`config.mk`:
```
export PLATFORM = sky130hd
export DESIGN_NAME = chan_sar_seq
export DESIGN_NICKNAME = d
export VERILOG_FILES = /design/src/rtl/csar_pkg.sv /design/src/rtl/csar_load_fmt.sv /design/src/rtl/csar_verdict.sv /design/src/rtl/chan_sar_seq.sv
export SDC_FILE = /design/constraint.sdc
export NUM_CORES = 1
export LEC_CHECK = 0
export BUFFER_PORTS_ARGS = -buffer_cell sky130_fd_sc_hd__clkbuf_2
export CAP_MARGIN = 10
export CORE_ASPECT_RATIO = 0.75
export CORE_UTILIZATION = 50
export DETAILED_ROUTE_END_ITERATION = 12
export PLACE_DENSITY = 0.78
export SLEW_MARGIN = 20
export SYNTH_ARGS = -nofsm -noshare
export SYNTH_HDL_FRONTEND = slang
export SYNTH_SLANG_ARGS = --single-unit
```
`constraint.sdc`:
```
create_clock -name clk -period 4.6 [get_ports clk]
set_input_delay 0.92 -clock clk [delete_from_list [all_inputs] [get_ports clk]]
set_output_delay 0.92 -clock clk [all_outputs]
set_load 0.03 [all_outputs]
```
`src/rtl/csar_pkg.sv`:
```
package csar_pkg;

    typedef enum logic [2:0] {
        ST_IDLE     = 3'd0,
        ST_LOAD_REQ = 3'd1,
        ST_LOAD_WT  = 3'd2,
        ST_COL_REQ  = 3'd3,
        ST_COL_WT   = 3'd4
    } seq_st_e;

endpackage

```
`src/rtl/csar_load_fmt.sv`:
```
// Builds a DAC-load byte from a raw trial code, raising it to the floor code.
module csar_load_fmt #(
    parameter int CW       = 7,
    parameter int MIN_CODE = 20
) (
    input  logic [CW-1:0] raw_i,
    output logic [CW:0]   byte_o
);
    localparam logic [CW-1:0] FLOOR = CW'(MIN_CODE);

    always_comb begin
        byte_o = {1'b1, (raw_i < FLOOR) ? FLOOR : raw_i};
    end
endmodule

```
`src/rtl/csar_verdict.sv`:
```
// Picks the comparator bit of the selected channel out of a returned status byte.
module csar_verdict #(
    parameter int BW        = 8,
    parameter int CHW       = 2,
    parameter int N_CH      = 3,
    parameter int FIRST_BIT = 5
) (
    input  logic [BW-1:0]  rx_i,
    input  logic [CHW-1:0] ch_i,
    output logic           hit_o
);
    logic [N_CH-1:0] ch_bits;
    logic            unused_low;

    genvar gi;
    generate
        for (gi = 0; gi < N_CH; gi++) begin : g_bit
            assign ch_bits[gi] = rx_i[FIRST_BIT + gi];
        end
        if (FIRST_BIT > 0) begin : g_low
            assign unused_low = ^rx_i[FIRST_BIT-1:0];
        end else begin : g_nolow
            assign unused_low = 1'b0;
        end
    endgenerate

    always_comb begin
        hit_o = 1'b0;
        for (int k = 0; k < N_CH; k++) begin
            if (ch_i == CHW'(k)) hit_o = ch_bits[k];
        end
    end
endmodule

```
`src/rtl/chan_sar_seq.sv`:
```
module chan_sar_seq
    import csar_pkg::*;
#(
    parameter int CODE_W    = 7,
    parameter int CH_W      = 2,
    parameter int N_CH      = 3,
    parameter int FIRST_BIT = 5,
    parameter int MIN_CODE  = 20
) (
    input  logic              clk,
    input  logic              rst_n,
    input  logic              start_i,
    input  logic              limit_mode_i,
    input  logic [CH_W-1:0]   chan_i,
    input  logic [CODE_W-1:0] limit_i,
    output logic              xfer_req_o,
    output logic [CODE_W:0]   xfer_tx_o,
    input  logic              xfer_done_i,
    input  logic [CODE_W:0]   xfer_rx_i,
    output logic [CODE_W-1:0] code_o,
    output logic              done_o,
    output logic              pass_o,
    output logic              under_o
);
    localparam int               BP_W  = $clog2(CODE_W);
    localparam logic [CODE_W-1:0] FLOOR = CODE_W'(MIN_CODE);

    typedef struct packed {
        seq_st_e           st;
        logic              lim;
        logic [CH_W-1:0]   ch;
        logic [CODE_W-1:0] acc;
        logic [BP_W-1:0]   bpos;
        logic [CODE_W-1:0] lim_code;
        logic [CODE_W-1:0] code;
        logic              pass;
        logic              under;
        logic              done;
    } ctl_t;

    ctl_t              ctl_q, ctl_d;
    logic [CODE_W-1:0] raw_trial;
    logic [CODE_W-1:0] acc_next;
    logic [CODE_W:0]   load_byte;
    logic              hit;

    always_comb begin
        raw_trial = ctl_q.lim ? ctl_q.lim_code
                              : (ctl_q.acc | (CODE_W'(1) << ctl_q.bpos));
    end

    csar_load_fmt #(.CW(CODE_W), .MIN_CODE(MIN_CODE)) u_fmt (
        .raw_i  (raw_trial),
        .byte_o (load_byte)
    );

    csar_verdict #(.BW(CODE_W + 1), .CHW(CH_W), .N_CH(N_CH), .FIRST_BIT(FIRST_BIT)) u_verdict (
        .rx_i  (xfer_rx_i),
        .ch_i  (ctl_q.ch),
        .hit_o (hit)
    );

    always_comb begin
        ctl_d      = ctl_q;
        ctl_d.done = 1'b0;
        acc_next   = hit ? raw_trial : ctl_q.acc;
        unique case (ctl_q.st)
            ST_IDLE: begin
                if (start_i && (chan_i < CH_W'(N_CH))) begin
                    ctl_d.st       = ST_LOAD_REQ;
                    ctl_d.lim      = limit_mode_i;
                    ctl_d.ch       = chan_i;
                    ctl_d.acc      = '0;
                    ctl_d.bpos     = BP_W'(CODE_W - 1);
                    ctl_d.lim_code = limit_i;
                end
            end
            ST_LOAD_REQ: ctl_d.st = ST_LOAD_WT;
            ST_LOAD_WT: begin
                // status of this transfer judges the previous load: discard it
                if (xfer_done_i) ctl_d.st = ST_COL_REQ;
            end
            ST_COL_REQ: ctl_d.st = ST_COL_WT;
            ST_COL_WT: begin
                if (xfer_done_i) begin
                    if (ctl_q.lim) begin
                        ctl_d.code  = load_byte[CODE_W-1:0];
                        ctl_d.pass  = hit;
                        ctl_d.under = 1'b0;
                        ctl_d.done  = 1'b1;
                        ctl_d.st    = ST_IDLE;
                    end else if (ctl_q.bpos == '0) begin
                        ctl_d.acc   = acc_next;
                        ctl_d.code  = (acc_next < FLOOR) ? FLOOR : acc_next;
                        ctl_d.under = acc_next < FLOOR;
                        ctl_d.pass  = 1'b0;
                        ctl_d.done  = 1'b1;
                        ctl_d.st    = ST_IDLE;
                    end else begin
                        ctl_d.acc  = acc_next;
                        ctl_d.bpos = ctl_q.bpos - BP_W'(1);
                        ctl_d.st   = ST_LOAD_REQ;
                    end
                end
            end
            default: ctl_d.st = ST_IDLE;
        endcase
    end

    always_ff @(posedge clk) begin
        if (!rst_n) ctl_q <= '0;
        else        ctl_q <= ctl_d;
    end

    assign xfer_req_o = (ctl_q.st == ST_LOAD_REQ) || (ctl_q.st == ST_COL_REQ);
    assign xfer_tx_o  = load_byte;
    assign code_o     = ctl_q.code;
    assign done_o     = ctl_q.done;
    assign pass_o     = ctl_q.pass;
    assign under_o    = ctl_q.under;

    AST_LOAD_MARK: assert property (@(posedge clk) disable iff (!rst_n)
        xfer_req_o |-> xfer_tx_o[CODE_W]);
    AST_TRIAL_FLOOR: assert property (@(posedge clk) disable iff (!rst_n)
        xfer_req_o |-> (xfer_tx_o[CODE_W-1:0] >= FLOOR));
    AST_REQ_PULSE: assert property (@(posedge clk) disable iff (!rst_n)
        xfer_req_o |=> !xfer_req_o);
    AST_UNDER_AT_FLOOR: assert property (@(posedge clk) disable iff (!rst_n)
        under_o |-> (code_o == FLOOR));
    AST_DONE_PULSE: assert property (@(posedge clk) disable iff (!rst_n)
        done_o |=> !done_o);
    AST_CODE_HELD: assert property (@(posedge clk) disable iff (!rst_n)
        !done_o |-> ($stable(code_o) && $stable(pass_o) && $stable(under_o)));
    AST_NO_REQ_AT_DONE: assert property (@(posedge clk) disable iff (!rst_n)
        done_o |-> !xfer_req_o);
endmodule

```
==> results of run 1 <==
[metrics by stage]
step | setup slack [ps] | power [mW] | instance area (um2) | hold WS (ps) | std cells
finish | 1419 | 0.7291 | 2059 | 479.9 | 294
global route | 1237 | 0.7592 | 2059 | 504.4 | 294
CTS | 1480 | 0.7323 | 2059 | 478.7 | 294
detailed placement | 1804 | 0.4490 | 1943 | 462.2 | 286
global placement | 1801 | 0.4475 | 1943 | 453.7 | 286
floorplan | 1805 | 0.4213 | 1833 | 442.0 | 221
[cell usage in the layout, fill, tap and decap left out, types with 6 or more instances in the layout]
| cell type | n |
|---|---|
| a21oi_1 | 10 |
| clkbuf_2 | 34 |
| clkbuf_8 | 6 |
| dfxtp_1 | 33 |
| inv_1 | 7 |
| mux2i_1 | 16 |
| nand2_1 | 12 |
| nand3_1 | 8 |
| nor2_1 | 31 |
| o21ai_0 | 10 |
| o21ai_1 | 6 |
[critical path: stages (launching register included)]
cell and delay [ps]:
dfxtp_1 670, inv_1 280, o2bb2ai_1 340, a21oi_1 150, nor2_1 260, a21oi_1 80
clkbuf_2 190
[power groups by stage]
stage | Clock (mW) | Combinational, mW | Sequential [mW]
final | 0.284 | 0.134 | 0.310
after CTS | 0.289 | 0.133 | 0.310
after floorplan | 0 | 0.112 | 0.309
after detailed placement | 0 | 0.132 | 0.317
after global placement | 0 | 0.131 | 0.317
after global routing | 0.299 | 0.148 | 0.312
[area by class of cell]
type / instances / share of cell area, %
clock buffers: 7 / 4.192
clock inverters: 1 / 1.458
inverters: 8 / 1.458
multi-input cells: 161 / 49.51
flip-flops and latches: 33 / 32.08
well taps: 50 / 3.038
repair buffers: 34 / 8.262
[final timing paths]
check,start,end,slack [ps]
hold / removal,under_o$_SDFFE_PN0P_,under_o$_SDFFE_PN0P_,480
setup / recovery,ctl_q[29]$_SDFFE_PN0P_,xfer_tx_o[1],1420
setup reg to reg,ctl_q[29]$_SDFFE_PN0P_,code_o[3]$_SDFFE_PN0P_,2470
hold reg to reg,under_o$_SDFFE_PN0P_,under_o$_SDFFE_PN0P_,480
[state kept, by name, indices dropped and copies added (netlist names)]
signal   flops
ctl_q       23
code_o       7
done_o       1
pass_o       1
under_o      1
[cell families (layout without fill, tap and decap cells)]
kind of cell	Yosys count	count (layout)	synth area share [%]
compound gates	56	56	20.21
simple gates	82	82	22.59
flops	33	33	36.04
xor+xnor	1	1	0.4779
fa+ha+maj	5	5	3.413
mux	16	16	8.737
other cells	1	1	0.2046
buf+inv	27	50	8.327
[metal layers]
metal | vias up | routed length, um | global-route usage [%]
li1 | 809 | - | -
met1 | 745 | 2077 | 33.41
met2 | 60 | 1692 | 33.81
met3 | 8 | 305 | 5.341
met4 | 0 | 59 | 7.843
met5 | - | 0 | 0
==> metrics.md, run 1 <==
| Metric | Value |
|---|---|
| Run status | `finished clean` |
| Post-synth top area cell | `dfxtp_1` |
| Top cells by count, synth | `33 x dfxtp_1, 31 x nor2_1, 16 x mux2i_1, 12 x nand2_1` |
| First-pass GRT wire length | `between 6000 and 7000 um` |
| Top_reg_cell synth | `dfxtp_1` |
| Number of antenna violations at the first check in global routing | `0` |
| Hold bufs inserted after CTS | `0` |
| Ys async rst share | `0%` |
| Area Growth Syn to Fin | `12.36%` |
| Synthesized Nets | `roughly 250` |
| DR DRC count | `0` |
| Combinational share of power | `18.4%` |
| Setup Skew | `4.968 ps` |
| CP startpoint kind | `flop` |
| Setup violators final | `0` |
| Via count | `about 1600` |
| Post-route ant nets | `0` |
| Clock share of power | `around two fifths` |
| Required @ worst endpoint | `3680 ps` |
| FP Rows | `18` |
| Post-synth cell types | `about 50` |
| CTS clock-pin slew for the worst setup and hold paths | `70 ps` |
| Placeable Area | `~3400 um2` |
| Initial Utilization | `between 50% and 60%` |
| Post-CTS setup buffer count | `0` |
| Die W | `between 70 and 80 um` |
| Share of cells above drive strength 1 | `just under 20%` |
| Worst-margin pin slew | `between 600 and 700 ps` |
| Clk root buf | `clkbuf_8` |
| H-tree levels | `2` |
| RSZ-0062 raised after global routing | `false` |
| Synth Cell Area | `between 1500 and 2000 um2` |
| Layout Nets | `270` |
| Slew HR | `a little under three fifths` |
| Avg Cell Area, Syn | `roughly 8.3 um2` |
| EDFF count, synth | `0` |
| Post-CTS Resized | `0` |
| Final Cycle Share | `just under 70%` |
| P_int | `~0.52 mW` |
| Clk sink count | `33` |
| Minimum clock period | `roughly 3200 ps` |
| Multi-input gate area | `around 1000 um2` |
| Switch Pwr | `0.2063 mW` |
| Critical path arrival | `~2300 ps` |
| Worst Path Max Fanout | `17` |
| Fillers | `just over 300` |
| Max-slew violation count | `0` |
| Die height | `approximately 54 um` |
| Die area | `between 3000 and 4000 um2` |
| Hold Path Class | `flop to flop` |
| Vias in the first global route | `approximately 1400` |
| GP Congestion | `0.8837` |
| Max-cap check violation count | `0` |
| Synth warnings | `0` |
| FF+latch count, synth | `33` |
| Largest net degree at the start of global routing | `26` |
| GRT Resource Usage Total | `23.12%` |
| Hold depth | `1` |
| Antenna Cells | `0` |
| Inserted Clock Buffers | `5` |
| Top-count cell post-synth | `dfxtp_1` |
| CTS tree | `done` |
| Pleak | `between 0.8 and 0.9 nW` |
| IO Port Bufs | `34` |
| R2r worst-path depth | `6` |
| Top post-synthesis cells by area | `dfxtp_1 36%, mux2i_1 8.7%, nor2_1 6.3%, ha_1 3.4%, buf_4 3.3%` |
| Clk buf depth | `2` |
| VDD IR-drop max | `roughly 230 uV` |
| GRT overflow | `0` |
| Synth top area share | `36.04%` |
| Sequential Power Share | `a little over two fifths` |
| Fmax achieved | `0.3144 GHz` |
| First-pass detailed-route iteration total | `4` |
| Wirelength, routed | `4135 um` |
| Sw frac | `around 28%` |
| Power Density | `between 300 and 400 nW/um2` |
| Total negative slack | `0 ps` |
| Num ports | `41` |
| Crit. End Element | `primary output` |
| Worst skew pair latency | `290 ps` |
| Endpoints failing hold | `0` |
| Post-Synthesis Cells | `around 220` |
| Drt wl/cell | `between 10 and 15 um` |
| Register area | `~660 um2` |
| Util after Layout | `60.56%` |
| Post-DP HPWL | `~3000 um` |
| Setup CP Type | `flop to primary output` |
| 1st-iter DRT viols | `roughly 120` |
| DR vias/cell | `5.517` |
| Sequential area share after synthesis | `36.04%` |
(Power assumes the default switching activity.)
==> run 2, diff against run 1 <==
==> constraint.sdc (replaced) <==
create_clock -name clk -period 3.1 [get_ports clk]
set_input_delay 0.62 -clock clk [delete_from_list [all_inputs] [get_ports clk]]
set_output_delay 0.62 -clock clk [all_outputs]
set_load 0.03 [all_outputs]
==> metrics.md, run 2 (synthesis results as in run 1) <==
| Metric | Value |
|---|---|
| Setup violators final | `0 (unchanged)` |
| DR vias/cell | `5.454 (-1.1%)` |
| Die area | `3915 um2 (unchanged)` |
| Minimum clock period | `2705 ps` |
| Crit-path max cell delay | `410 ps (-260 ps)` |
| Largest net degree at the start of global routing | `26 (unchanged)` |
| GRT overflow | `0 (unchanged)` |
| Clk sink count | `33 (unchanged)` |
| Wirelength, routed | `4013 um (-3.0%)` |
| Critical path arrival | `2090 ps (-170 ps)` |
| IO Port Bufs | `34 (unchanged)` |
| Sw frac | `27.58% (-0.71 points)` |
| Commonest non-fill, non-tap cell in the layout | `clkbuf_2` |
| Area Growth Syn to Fin | `12.76%` |
| Critical-path top delay cell | `dfxtp_1` |
| FP Rows | `18 (unchanged)` |
| Slew HR | `55.64% (-0.67 points)` |
| Antenna Cells | `0 (unchanged)` |
| Fmax achieved | `0.3697 GHz` |
| Run status | `finished clean` |
| Crit-path cells | `inv_1, ha_1, a211o_1, o21ai_1, a21oi_1, nor2_1, nor2_1, clkbuf_2` |
| Most frequent cells in the layout | `34 x clkbuf_2, 33 x dfxtp_1, 31 x nor2_1` |
| Max reg flops | `23 (unchanged)` |
| Vias in the first global route | `1408 (+1.1%)` |
| Post-route ant nets | `0 (unchanged)` |
| Num ports | `41 (unchanged)` |
| Placeable Area | `3401 um2 (unchanged)` |
| Combinational share of power | `18.7% (+0.3 points)` |
| GRT Resource Usage Total | `22.63% (-0.49 points)` |
| Worst Hold End | `under_o$_SDFFE_PN0P_` |
| Power Density | `519.0 nW/um2 (+47%)` |
| Clk buf depth | `2 (unchanged)` |
| Non-Filler Instances | `295 (+0.34%)` |
| Layout Nets | `271 (+0.37%)` |
| First-pass GRT wire length | `6617 um (-1.4%)` |
| Hold_sp | `under_o$_SDFFE_PN0P_` |
| Setup Skew | `4.878 ps (-0.08963 ps)` |
| Max-cap check violation count | `0 (unchanged)` |
| Worst r2r src | `ctl_q[17]$_SDFFE_PN0P_` |
| RSZ-0062 raised after global routing | `false` |
| Die W | `71.92 um (unchanged)` |
| Total negative slack | `0 ps (unchanged)` |
| Clock share of power | `38.4% (-0.6 points)` |
| Crit. End Element | `primary output` |
| Initial Utilization | `53.90% (unchanged)` |
| Hold Path Class | `flop to flop` |
| Inserted Clock Buffers | `5 (unchanged)` |
| Post-DP HPWL | `3004 um (-0.76%)` |
| Placed insts | `287 (+0.35%)` |
| Share of cells above drive strength 1 | `20.00% (+0.33 points)` |
| R2r worst-path depth | `8 (+2)` |
| Hold bufs inserted after CTS | `0 (unchanged)` |
| DR DRC count | `0 (unchanged)` |
| Post-CTS setup buffer count | `0 (unchanged)` |
| Setup CP Type | `flop to primary output` |
| Worst Path Max Fanout | `5 (-12)` |
| Post-CTS Resized | `0 (unchanged)` |
| CTS tree | `done` |
| H-tree levels | `2 (unchanged)` |
| Clk root buf | `clkbuf_8` |
| Hold depth | `1 (unchanged)` |
| CTS clock-pin slew for the worst setup and hold paths | `60 ps (about the same)` |
| Die height | `54.44 um (unchanged)` |
| Required @ worst endpoint | `2480 ps (-1200 ps)` |
| 1st-iter DRT viols | `151 (+31%)` |
| Pleak | `0.8484 nW (+0.63%)` |
| Final Cycle Share | `approximately 87%` |
| Sequential Power Share | `42.9% (+0.3 points)` |
| VDD IR-drop max | `263.4 uV (+15%)` |
| Worst-margin pin slew | `665.4 ps (+10.10 ps)` |
| Reg with most FFs | `ctl_q` |
| Critical R2R Capture | `code_o[0]$_SDFFE_PN0P_` |
| Via count | `1609 (-0.80%)` |
| Worst skew pair latency | `280 ps (about the same)` |
| Max-slew violation count | `0 (unchanged)` |
| Switch Pwr | `0.2959 mW (+43%)` |
| P_int | `0.7768 mW (+49%)` |
| Fin Hold WS | `474.4 ps (-5.470 ps)` |
| Worst path most repeated cell | `nor2_1` |
| Drt wl/cell | `13.60 um (-3.3%)` |
| Endpoints failing hold | `0 (unchanged)` |
| CP startpoint kind | `flop` |
| Number of antenna violations at the first check in global routing | `0 (unchanged)` |
| R2R setup slack | `1070 ps (-1400 ps)` |
| GP Congestion | `0.9013 (+2.0%)` |
| First-pass detailed-route iteration total | `4 (unchanged)` |
==> run 2: changes by cell type in the layout (fill, tap and decap cells not counted) <==
cell | previous run | this run
buf_4 | 0 | 1
==> run 2: per-layer routing <==
metal	vias up	part of all wire [%]	global-route usage (%)
li1	816	-	-
met2	46	41	33.96
met4	0	0.90	7.190
met3	5	5.3	5.893
met1	742	53	31.84
met5	-	0	0
==> run 2: layout make-up <==
cell class	count	area, um2
clock buffer	7	86.33
clock inverter	1	30.03
fill	324	1334
inverter	8	30.03
multi-input combinational	161	1020
sequential	33	660.6
tap	50	62.56
timing repair buffer	35	177.7
==> run 2: power by group through the flow <==
| stage | Sequential, mW | Combinational (mW) | Clock [mW] |
|---|---|---|---|
| finish | 0.460 | 0.201 | 0.412 |
| global route | 0.463 | 0.221 | 0.438 |
| CTS | 0.460 | 0.200 | 0.418 |
| detailed placement | 0.469 | 0.199 | 0 |
| global placement | 0.468 | 0.197 | 0 |
| floorplan | 0.459 | 0.166 | 0 |
==> run 2: how the worst max path moves through the flow <==
stage,start,slack [ps],endpoint
3_3_place_gp,ctl_q[17]$_SDFFE_PN0P_,730,xfer_tx_o[0]
6_report,ctl_q[17]$_SDFFE_PN0P_,390,xfer_tx_o[0]
4_1_cts,ctl_q[17]$_SDFFE_PN0P_,410,xfer_tx_o[0]
3_5_place_dp,ctl_q[17]$_SDFFE_PN0P_,720,xfer_tx_o[0]
2_1_floorplan,ctl_q[17]$_SDFFE_PN0P_,610,xfer_tx_o[2]
5_1_grt,ctl_q[17]$_SDFFE_PN0P_,280,xfer_tx_o[2]
==> run 2: worst max-delay path: cells and delay by family (launching register included) <==
kind                       cells  cell delay, ps
buffers and inverters          2             290
adders and majority gates      1             220
AOI/OAI and AO/OA              3             580
and+or+nand+nor                2             310
DFF                            1             410
==> run 2: per-stage QoR <==
stage	worst slack, ps	instance area, um2	power [mW]	util (%)
6_report	394.8	2067	1.073	60.78
5_1_grt	278.4	2067	1.121	60.78
4_1_cts	410.8	2067	1.078	60.78
3_5_place_dp	720.4	1951	0.6676	57.36
3_3_place_gp	730.0	1951	0.6658	57.36
2_1_floorplan	605.3	1833	0.6252	-
